### src/rtl/rtc_pkg.sv
// Shared types and helpers for the calendar RTC.
// Assumes an 8-bit-or-wider byte address and 32-bit data.
package rtc_pkg;

    typedef struct packed {
        logic [6:0] year;
        logic [3:0] mon;
        logic [4:0] dom;
        logic [2:0] dow;
        logic [4:0] hour;
        logic [5:0] min;
        logic [5:0] sec;
    } cal_t;

    localparam int UNLOCK_LEN = 7;
    localparam logic [7:0] OFS_CTL    = 8'h20;
    localparam logic [7:0] OFS_STAT   = 8'h30;
    localparam logic [7:0] OFS_LIVE   = 8'h40;
    localparam logic [7:0] OFS_ALM    = 8'h60;
    localparam logic [7:0] OFS_KEY0   = 8'h04;
    localparam int         STAT_BIT   = 4;

    // Address of key step i: one word per step starting at 0x04.
    function automatic logic [7:0] key_addr(input logic [2:0] i);
        return OFS_KEY0 + {3'b000, i, 2'b00};
    endfunction

    // Value expected at key step i.
    function automatic logic [7:0] key_val(input logic [2:0] i);
        case (i)
            3'd0:    return 8'hC6;
            3'd1:    return 8'h9A;
            3'd2:    return 8'h59;
            3'd3:    return 8'hA3;
            3'd4:    return 8'h57;
            3'd5:    return 8'h67;
            default: return 8'hD2;
        endcase
    endfunction

    // Number of days in month m of year y (year 0 is a common year).
    function automatic logic [4:0] month_len(input logic [3:0] m, input logic [6:0] y);
        logic leap;
        leap = (y[1:0] == 2'b00) && (y != 7'd0);
        case (m)
            4'd2:                      return leap ? 5'd29 : 5'd28;
            4'd4, 4'd6, 4'd9, 4'd11:   return 5'd30;
            default:                   return 5'd31;
        endcase
    endfunction

    // Field i of a calendar value, zero-extended to 7 bits.
    function automatic logic [6:0] get_field(input cal_t c, input logic [2:0] i);
        case (i)
            3'd0:    return c.year;
            3'd1:    return {3'b000, c.mon};
            3'd2:    return {2'b00, c.dom};
            3'd3:    return {4'b0000, c.dow};
            3'd4:    return {2'b00, c.hour};
            3'd5:    return {1'b0, c.min};
            3'd6:    return {1'b0, c.sec};
            default: return 7'd0;
        endcase
    endfunction

    // Copy of c with field i replaced by v (truncated to the field width).
    function automatic cal_t set_field(input cal_t c, input logic [2:0] i, input logic [6:0] v);
        cal_t r;
        r = c;
        case (i)
            3'd0:    r.year = v;
            3'd1:    r.mon  = v[3:0];
            3'd2:    r.dom  = v[4:0];
            3'd3:    r.dow  = v[2:0];
            3'd4:    r.hour = v[4:0];
            3'd5:    r.min  = v[5:0];
            3'd6:    r.sec  = v[5:0];
            default: r = c;
        endcase
        return r;
    endfunction

endpackage

### src/rtl/rtc_unlock.sv
// Key-sequence gate. Tracks how many key writes have arrived in order
// and opens once all of them have. A wrong key, an out-of-order key, or
// a protected write before completion returns to step 0. Stays open
// until reset. Assumes protected space is 0x20 and 0x40..0x7F.
module rtc_unlock #(
    parameter int ADDR_W = 8
) (
    input  logic              clk,
    input  logic              rst_n,
    input  logic              wr_i,
    input  logic [ADDR_W-1:0] addr_i,
    input  logic [31:0]       wdata_i,
    output logic              open_o
);
    import rtc_pkg::*;

    localparam int STEP_W = $clog2(UNLOCK_LEN + 1);

    logic [STEP_W-1:0] step_q;
    logic              is_key, is_prot, key_ok;

    // Decode key-window and protected-window hits for this write.
    always_comb begin
        is_key  = (addr_i >= ADDR_W'(key_addr(3'd0))) &&
                  (addr_i <= ADDR_W'(key_addr(3'(UNLOCK_LEN - 1)))) &&
                  (addr_i[1:0] == 2'b00);
        is_prot = (addr_i == ADDR_W'(OFS_CTL)) ||
                  ((addr_i >= ADDR_W'(OFS_LIVE)) && (addr_i <= ADDR_W'(8'h7F)));
        key_ok  = (addr_i == ADDR_W'(key_addr(3'(step_q)))) &&
                  (wdata_i == 32'(key_val(3'(step_q))));
    end

    assign open_o = (step_q == STEP_W'(UNLOCK_LEN));

    // Advance, restart or hold the key step counter.
    always_ff @(posedge clk) begin
        if (!rst_n) begin
            step_q <= '0;
        end else if (wr_i && !open_o) begin
            if (is_key)
                step_q <= key_ok ? step_q + 1'b1 : '0;
            else if (is_prot)
                step_q <= '0;
        end
    end

endmodule

### src/rtl/rtc_calendar.sv
// Live calendar counter. Advances by one second on a counted tick
// (tick, not frozen, no field write in the same cycle) and accepts
// software field writes. Also presents the advanced value so that the
// alarm can compare against it on the same edge. Assumes fields are
// written in range.
module rtc_calendar #(
    parameter int YEAR_MAX = 99
) (
    input  logic          clk,
    input  logic          rst_n,
    input  logic          tick_i,
    input  logic          stop_i,
    input  logic          wr_i,
    input  logic [2:0]    wr_idx_i,
    input  logic [6:0]    wr_val_i,
    output rtc_pkg::cal_t now_o,
    output rtc_pkg::cal_t next_o,
    output logic          adv_o
);
    import rtc_pkg::*;

    localparam logic [5:0] SEC_LAST  = 6'd59;
    localparam logic [5:0] MIN_LAST  = 6'd59;
    localparam logic [4:0] HOUR_LAST = 5'd23;
    localparam logic [2:0] DOW_LAST  = 3'd6;
    localparam logic [3:0] MON_LAST  = 4'd12;
    localparam logic [6:0] YEAR_LAST = 7'(YEAR_MAX);

    cal_t now_q, nx;
    logic day_roll;

    assign adv_o  = tick_i && !stop_i && !wr_i;
    assign now_o  = now_q;
    assign next_o = nx;

    // Compute the calendar one second later, carrying field by field.
    always_comb begin
        nx       = now_q;
        day_roll = 1'b0;
        if (now_q.sec >= SEC_LAST) begin
            nx.sec = 6'd0;
            if (now_q.min >= MIN_LAST) begin
                nx.min = 6'd0;
                if (now_q.hour >= HOUR_LAST) begin
                    nx.hour  = 5'd0;
                    day_roll = 1'b1;
                end else begin
                    nx.hour = now_q.hour + 5'd1;
                end
            end else begin
                nx.min = now_q.min + 6'd1;
            end
        end else begin
            nx.sec = now_q.sec + 6'd1;
        end
        if (day_roll) begin
            nx.dow = (now_q.dow >= DOW_LAST) ? 3'd0 : now_q.dow + 3'd1;
            if (now_q.dom >= month_len(now_q.mon, now_q.year)) begin
                nx.dom = 5'd1;
                if (now_q.mon >= MON_LAST) begin
                    nx.mon  = 4'd1;
                    nx.year = (now_q.year >= YEAR_LAST) ? 7'd0 : now_q.year + 7'd1;
                end else begin
                    nx.mon = now_q.mon + 4'd1;
                end
            end else begin
                nx.dom = now_q.dom + 5'd1;
            end
        end
    end

    // Hold, load a field, or advance the calendar.
    always_ff @(posedge clk) begin
        if (!rst_n) begin
            now_q      <= '0;
            now_q.mon  <= 4'd1;
            now_q.dom  <= 5'd1;
        end else if (wr_i) begin
            now_q <= set_field(now_q, wr_idx_i, wr_val_i);
        end else if (adv_o) begin
            now_q <= nx;
        end
    end

endmodule

### src/rtl/cal_rtc.sv
// Calendar RTC top. Register decode, freeze bit, alarm field bank,
// alarm control byte, sticky alarm status and interrupt. Reads are
// combinational. Writes other than the status clear need the key gate.
module cal_rtc #(
    parameter int ADDR_W   = 8,
    parameter int YEAR_MAX = 99
) (
    input  logic              clk,
    input  logic              rst_n,
    input  logic              tick_i,
    input  logic              bus_wr_i,
    input  logic [ADDR_W-1:0] bus_addr_i,
    input  logic [31:0]       bus_wdata_i,
    output logic [31:0]       bus_rdata_o,
    output logic              irq_o
);
    import rtc_pkg::*;

    localparam logic [2:0] CTL_IDX = 3'd7;

    logic       unlocked, stop_q, status_q, adv;
    logic [7:0] almctl_q;
    cal_t       now_q, next_c, alm_q;
    logic       in_live, in_alm, is_almctl, live_wr, wr_ok, match, clr_req;
    logic [2:0] idx;

    // Window decode: live bank 0x40..0x58, alarm bank 0x60..0x78, alarm control 0x7C.
    always_comb begin
        idx       = bus_addr_i[4:2];
        in_live   = ((bus_addr_i & ~ADDR_W'(8'h1F)) == ADDR_W'(OFS_LIVE)) &&
                    (bus_addr_i[1:0] == 2'b00) && (idx != CTL_IDX);
        in_alm    = ((bus_addr_i & ~ADDR_W'(8'h1F)) == ADDR_W'(OFS_ALM)) &&
                    (bus_addr_i[1:0] == 2'b00) && (idx != CTL_IDX);
        is_almctl = (bus_addr_i == ADDR_W'(OFS_ALM + 8'h1C));
        wr_ok     = bus_wr_i && unlocked;
        live_wr   = wr_ok && in_live;
        clr_req   = bus_wr_i && (bus_addr_i == ADDR_W'(OFS_STAT)) && bus_wdata_i[STAT_BIT];
        match     = adv && almctl_q[0] && (next_c == alm_q);
    end

    rtc_unlock #(.ADDR_W(ADDR_W)) u_unlock (
        .clk     (clk),
        .rst_n   (rst_n),
        .wr_i    (bus_wr_i),
        .addr_i  (bus_addr_i),
        .wdata_i (bus_wdata_i),
        .open_o  (unlocked)
    );

    rtc_calendar #(.YEAR_MAX(YEAR_MAX)) u_cal (
        .clk      (clk),
        .rst_n    (rst_n),
        .tick_i   (tick_i),
        .stop_i   (stop_q),
        .wr_i     (live_wr),
        .wr_idx_i (idx),
        .wr_val_i (bus_wdata_i[6:0]),
        .now_o    (now_q),
        .next_o   (next_c),
        .adv_o    (adv)
    );

    // Freeze bit, alarm bank and alarm control: written only when unlocked.
    always_ff @(posedge clk) begin
        if (!rst_n) begin
            stop_q   <= 1'b1;
            alm_q    <= '0;
            almctl_q <= 8'h00;
        end else if (wr_ok) begin
            if (bus_addr_i == ADDR_W'(OFS_CTL)) stop_q   <= bus_wdata_i[0];
            if (in_alm)                         alm_q    <= set_field(alm_q, idx, bus_wdata_i[6:0]);
            if (is_almctl)                      almctl_q <= bus_wdata_i[7:0];
        end
    end

    // Sticky alarm status: a new match wins over a clear in the same cycle.
    always_ff @(posedge clk) begin
        if (!rst_n)       status_q <= 1'b0;
        else if (match)   status_q <= 1'b1;
        else if (clr_req) status_q <= 1'b0;
    end

    assign irq_o = status_q && almctl_q[0];

    // Combinational read mux.
    always_comb begin
        bus_rdata_o = '0;
        if (bus_addr_i == ADDR_W'(OFS_CTL))       bus_rdata_o[0]        = stop_q;
        else if (bus_addr_i == ADDR_W'(OFS_STAT)) bus_rdata_o[STAT_BIT] = status_q;
        else if (in_live)                         bus_rdata_o[6:0]      = get_field(now_q, idx);
        else if (in_alm)                          bus_rdata_o[6:0]      = get_field(alm_q, idx);
        else if (is_almctl)                       bus_rdata_o[7:0]      = almctl_q;
    end

endmodule

### config.mk
export PLATFORM = sky130hd
export DESIGN_NAME = cal_rtc
export DESIGN_NICKNAME = d
export VERILOG_FILES = /design/src/rtl/rtc_pkg.sv /design/src/rtl/rtc_unlock.sv /design/src/rtl/rtc_calendar.sv /design/src/rtl/cal_rtc.sv
export SDC_FILE = /design/constraint.sdc
export NUM_CORES = 1
export LEC_CHECK = 0
export ABC_CLOCK_PERIOD_IN_PS = 3600
export BUFFER_PORTS_ARGS = -buffer_cell sky130_fd_sc_hd__buf_2
export CAP_MARGIN = 20
export CORE_MARGIN = 2
export CORE_UTILIZATION = 41
export CTS_CLUSTER_SIZE = 28
export DETAILED_ROUTE_END_ITERATION = 8
export GPL_TIMING_DRIVEN = 0
export SLEW_MARGIN = 20
export SYNTH_ARGS = -nofsm -noshare
export SYNTH_HDL_FRONTEND = slang
export SYNTH_HIERARCHICAL = 1
export SYNTH_SLANG_ARGS = --single-unit
### constraint.sdc
create_clock -name clk -period 3.6 [get_ports clk]
set_clock_uncertainty 0.05 [all_clocks]
set_input_delay 0.72 -clock clk [delete_from_list [all_inputs] [get_ports clk]]
set_output_delay 0.72 -clock clk [all_outputs]
set_load 0.01 [all_outputs]
Word level (Yosys, flattened, before mapping):

Cells that the tools add are included.

* equal/unequal tests: 33
* mux-type cells: 45
* reduce and logical (&&, ||, !) cells: 49
* $lt $le $gt $ge: 11
* add/subtract/negate cells: 9

Operators with widths (count)
* $pmux W7 S7: 2
* $mux W36: 2
* $pmux W8 S6: 1
* $mux W7: 6
* $eq A36 B36 Y1: 1
* $eq A32 B8 Y1: 1
* $mux W5: 6
* $mux W6: 4
* $mux W11: 2
* $reduce_and A3 Y1: 7
* $reduce_and A2 Y1: 10
* $logic_and A1 B1 Y1: 19
* $mux W19: 1
* $eq A3 B2 Y1 const B: 6
* $eq A3 B3 Y1 const B: 6
* $mux W3: 6
* $eq A8 B6 Y1 const B: 2
* $ne A2 B2 Y1 const B: 7
* $add A6 B1 Y6 const B: 2
* $ge A6 B6 Y1 const B: 2
* $mux W4: 3
* $add A5 B1 Y5 const B: 2
* $mux W1: 10
* $pmux W5 S2: 1
* 28 further kinds: 38

* logic and storage cells: 165
* flip-flop bits (word level): 85
* output and inout bits: 33
* input bits: 44

Logic depth before layout (Yosys ltp):

* depth in word-level cells: 11
* depth in mapped cells: 19
* mapped depth without buffers: 17

Hierarchy:

The synthesis kept the hierarchy.

By module, submodules not included
* cal_rtc: instances 1, area each 3343.2 µm², cells an instance 371
* rtc_calendar: instances 1, area each 2912.8 µm², cells an instance 414
* rtc_unlock: instances 1, area each 605.6 µm², cells an instance 80

Worst setup path before layout:

Ideal clock, no wire load.

* kind: flip-flop to flip-flop
* from: register u_cal/now_o[31] (netlist name)
* to: register status_q
* library setup time: 0.058 ns
* path slack: 0.177 ns
* path buffers: 1
* arrival: 3.315 ns
* stages on the path, launching flop included: 18
* path through: dfxtp_1 > or3_1 > o31ai_1 > nand2_1 > a21oi_1 > a21oi_1 > ha_1 > nand2b_1 > a21oi_1 > or4_4 > buf_6 > nor2_4 > nand2_1 > o31ai_1 > xnor2_1 > nand4_1 > nor4_1 > a31o_2

RTL lines
* end signal: assignment: RTL line cal_rtc.sv:78 `if (!rst_n) status_q <= 1'b0;`
* end signal: assignment: RTL line cal_rtc.sv:79 `else if (match) status_q <= 1'b1;`
* end signal: assignment: RTL line cal_rtc.sv:80 `else if (clr_req) status_q <= 1'b0;`
* end: declaration: RTL line cal_rtc.sv:21 `logic unlocked, stop_q, status_q, adv;`

==> flow_summary.json <==
{
  "rsz0062_at_grt": "true",
  "die_x_um": 133,
  "yosys_warnings": 6,
  "yosysMostFrequentCell": "nand2_1",
  "synth-simple-area-share_pct": 25.2,
  "ys_top_cells_by_count": "99 x nand2_1, 85 x dfxtp_1, 57 x o21ai_0, 49 x nor2_1, 41 x mux2i_1",
  "dr_wl_met2_um": 11400,
  "violations": "setup timing",
  "crit_type": "register to register",
  "fin_cells": 1177,
  "routed.top_layer": "met4",
  "synth_area_mm2": 0.00686,
  "synth-compound-area-share_pct": 24.6,
  "synth_top_family_by_area": "simple AND/OR/NAND/NOR gates",
  "cts.sinks": 85,
  "synth_edf_count": 0,
  "wl_per_cell_um": 21.6,
  "antenna_found_initial": 0,
  "p_clk_share_pct": 43.8,
  "power_density_mw_per_mm2": 277,
  "setup_violations": 1,
  "fillers": 1652,
  "p_seq_share_pct": 43.7,
  "cts_buffers": 9,
  "synth_seq_area_share_pct": 24.8,
  "cts_buffer_depth": 2,
  "wl_met3_um": 2080,
  "start_kind": "register",
  "crit_required_ns": 3.85,
  "irDropWorstVdd_uv": 209,
  "synth_top_area_cell": "dfxtp_1",
  "max_slew.worst_pin.slew_ns": 0.756,
  "area_delta_synth_final_pct": 15.7,
  "worst_ep_arrival_time_ns": 4.05,
  "synth_top_area_share_pct": 24.8,
  "drt-initial-drc-count": 720,
  "async_reset_ff_share_pct": 0,
  "antenna_left": 0,
  "crit_path_end_kind": "register",
  "leakagePower_nw": 3.27,
  "rows": 47,
  "routed_wl_um": 25400,
  "initial_core_util_pct": 41.7,
  "clk_pin_slew_worst_paths_ns": 0.07,
  "run_status": "finished with violations",
  "post-route-period-util_pct": 105,
  "fin_crit_ns": 3.80,
  "finalWorstSetupSlack_ns": -0.196,
  "synth_cell_types": 87,
  "place_ws_ns": -0.751,
  "dr_total_vias": 7030,
  "cap_viol_max_count": 0,
  "core_mm2": 0.0165,
  "overflow": 0,
  "relSlewSlack_pct": 49.1,
  "synthAdderAreaFrac_pct": 3.65,
  "drc": 0,
  "route.layer.met1.wl_um": 11100,
  "h-tree-depth": 3,
  "portBuffers": 52,
  "p_comb_share_pct": 12.5,
  "drt-vias-per-instance": 5.97,
  "cts-root-buf": "clkbuf_16",
  "muxShareOfSynthArea_pct": 9.26,
  "cts_tree": "built",
  "slew_viol_final": 0,
  "track_usage_pct": 28.9,
  "ys_top_cells_by_area": "dfxtp_1 25%, mux2i_1 6.0%, nand2_1 5.4%",
  "grt_max_degree": 19,
  "min_path_type": "register to register",
  "p_int_w": 0.00155,
  "nNetsFinal": 1016,
  "layout-drive-gt1-share_pct": 20.0,
  "clkLatencyLatePin_ns": 0.36,
  "post_synth_xor_area_fraction_pct": 4.98,
  "place_congestion": 1.03,
  "hold_viol_final": 0,
  "io_pins": 77,
  "p_switching_w": 0.000655,
  "grt_pass1_wl_um": 39100,
  "die_y_um": 133,
  "swShare_pct": 29.8,
  "placed_cells": 1160,
  "grt_pass1_vias": 6415,
  "place_hpwl_um": 19300,
  "synth-seq-cells": 85,
  "syn_area_per_cell_um2": 7.93,
  "p_total_w": 0.00220,
  "synth_cells": 865,
  "path_max_fanout": 8,
  "dr.pass1.iters": 5,
  "holdBufCountCts": 0,
  "synth-main-ff-cell": "dfxtp_1",
  "dieArea_mm2": 0.0178,
  "fmax_mhz": 263,
  "antenna_cells": 0
}
-- layer usage --
layer  vias to the layer above  track usage, %
met5                         -               0
met4                         0            11.2
met3                        50            4.26
met2                       339            44.4
met1                      3321            40.7
li1                       3320               -
-- final timing paths --
| kind | from | cells past startpoint | slack, ns | endpoint |
|---|---|---|---|---|
| worst max register to register | u_cal/now_o[32] | 16 | -0.20 | status_q |
| worst max-delay path | u_cal/now_o[32] | 16 | -0.20 | status_q |
| worst min-delay path | alm_q[23] | 2 | 0.44 | alm_q[23] |
| worst min register to register | alm_q[23] | 2 | 0.44 | alm_q[23] |
-- power by group through the flow --
stage | combinational [W] | clock [W] | sequential, W
final | 0.000276 | 0.000964 | 0.000961
after global routing | 0.000291 | 0.00101 | 0.000961
after CTS | 0.000266 | 0.000969 | 0.000959
after detailed placement | 0.000256 | 0 | 0.000979
after global placement | 0.000256 | 0 | 0.000979
after floorplan | 0.000154 | 0 | 0.000975
-- stage by stage --
stage / setup TNS [ns] / hold WS (ns) / area, µm² / util [%]
5_1_grt: -0.305 / 0.475 / 7940 / 48.2
6_report: -0.196 / 0.440 / 7940 / 48.2
3_5_place_dp: -10.39 / 0.435 / 7480 / 45.4
4_1_cts: -0.126 / 0.446 / 7870 / 47.8
2_1_floorplan: 0 / 0.395 / 6950 / -
3_3_place_gp: -11.66 / 0.427 / 7480 / 45.4
-- logic make-up (layout without fill, tap and decap cells) --
group           count (synthesis)  in the layout
simple gates                  326            326
compound gates                241            241
buf+inv                        97            166
flops                          85             85
mux                            56             56
xor+xnor                       39             39
fa+ha+maj                      20             20
other cells                     1             24
-- what timing repair did --
item / CTS / global route
buffers inserted: 3 / 0
pin swaps: 8 / 11
gates resized for setup: 21 / 22
endpoints found under the setup margin: 16 / 36
-- cells in the final DEF, fill, tap and decap left out, types with 16 or more instances in the layout --
cell type | netlist | routed
clkbuf_1 | 22 | 17
dfxtp_1 | 85 | 80
ha_1 | 20 | 20
nor2b_1 | 39 | 38
o211ai_1 | 16 | 16
nor2_1 | 49 | 49
a21oi_1 | 39 | 37
conb_1 | 1 | 24
nand2_1 | 99 | 97
o21ai_0 | 57 | 54
xnor2_1 | 37 | 36
nand3_1 | 33 | 31
buf_2 | 17 | 66
a31oi_1 | 19 | 19
inv_1 | 25 | 24
buf_4 | 27 | 31
mux2i_1 | 41 | 41
-- cell type report --
class,count,area (µm²),area share [%]
repair buffers,55,283,3.56
plain buffers,69,417,5.25
clock buffers,9,225,2.84
clock inverters,7,76.3,0.962
flip-flops and latches,85,1710,21.6
inverters,26,97.6,1.23
multi-input cells,706,4850,61.1
well taps,220,275,3.47
-- registers in the layout (all words and copies together), names as in the netlist --
| signal | flops |
|---|---|
| alm_q | 36 |
| u_cal/now_o | 36 |
| almctl_q | 8 |
| u_unlock/step_q | 3 |
| status_q | 1 |
| stop_q | 1 |
-- worst max-delay path, stage by stage (launching register included) --
cell	delay, ns
dfxtp_4	0.39
or3_4	0.41
o31ai_4	0.20
nand2_1	0.08
a21oi_1	0.13
a21oi_1	0.08
ha_1	0.29
nand2b_1	0.11
a21oi_2	0.08
or4_4	0.60
nor2_4	0.20
nand2_4	0.09
o31ai_4	0.23
xnor2_1	0.15
nand4_1	0.19
nor4_2	0.25
a31o_2	0.21
Power figures use the tool's default switching activity.
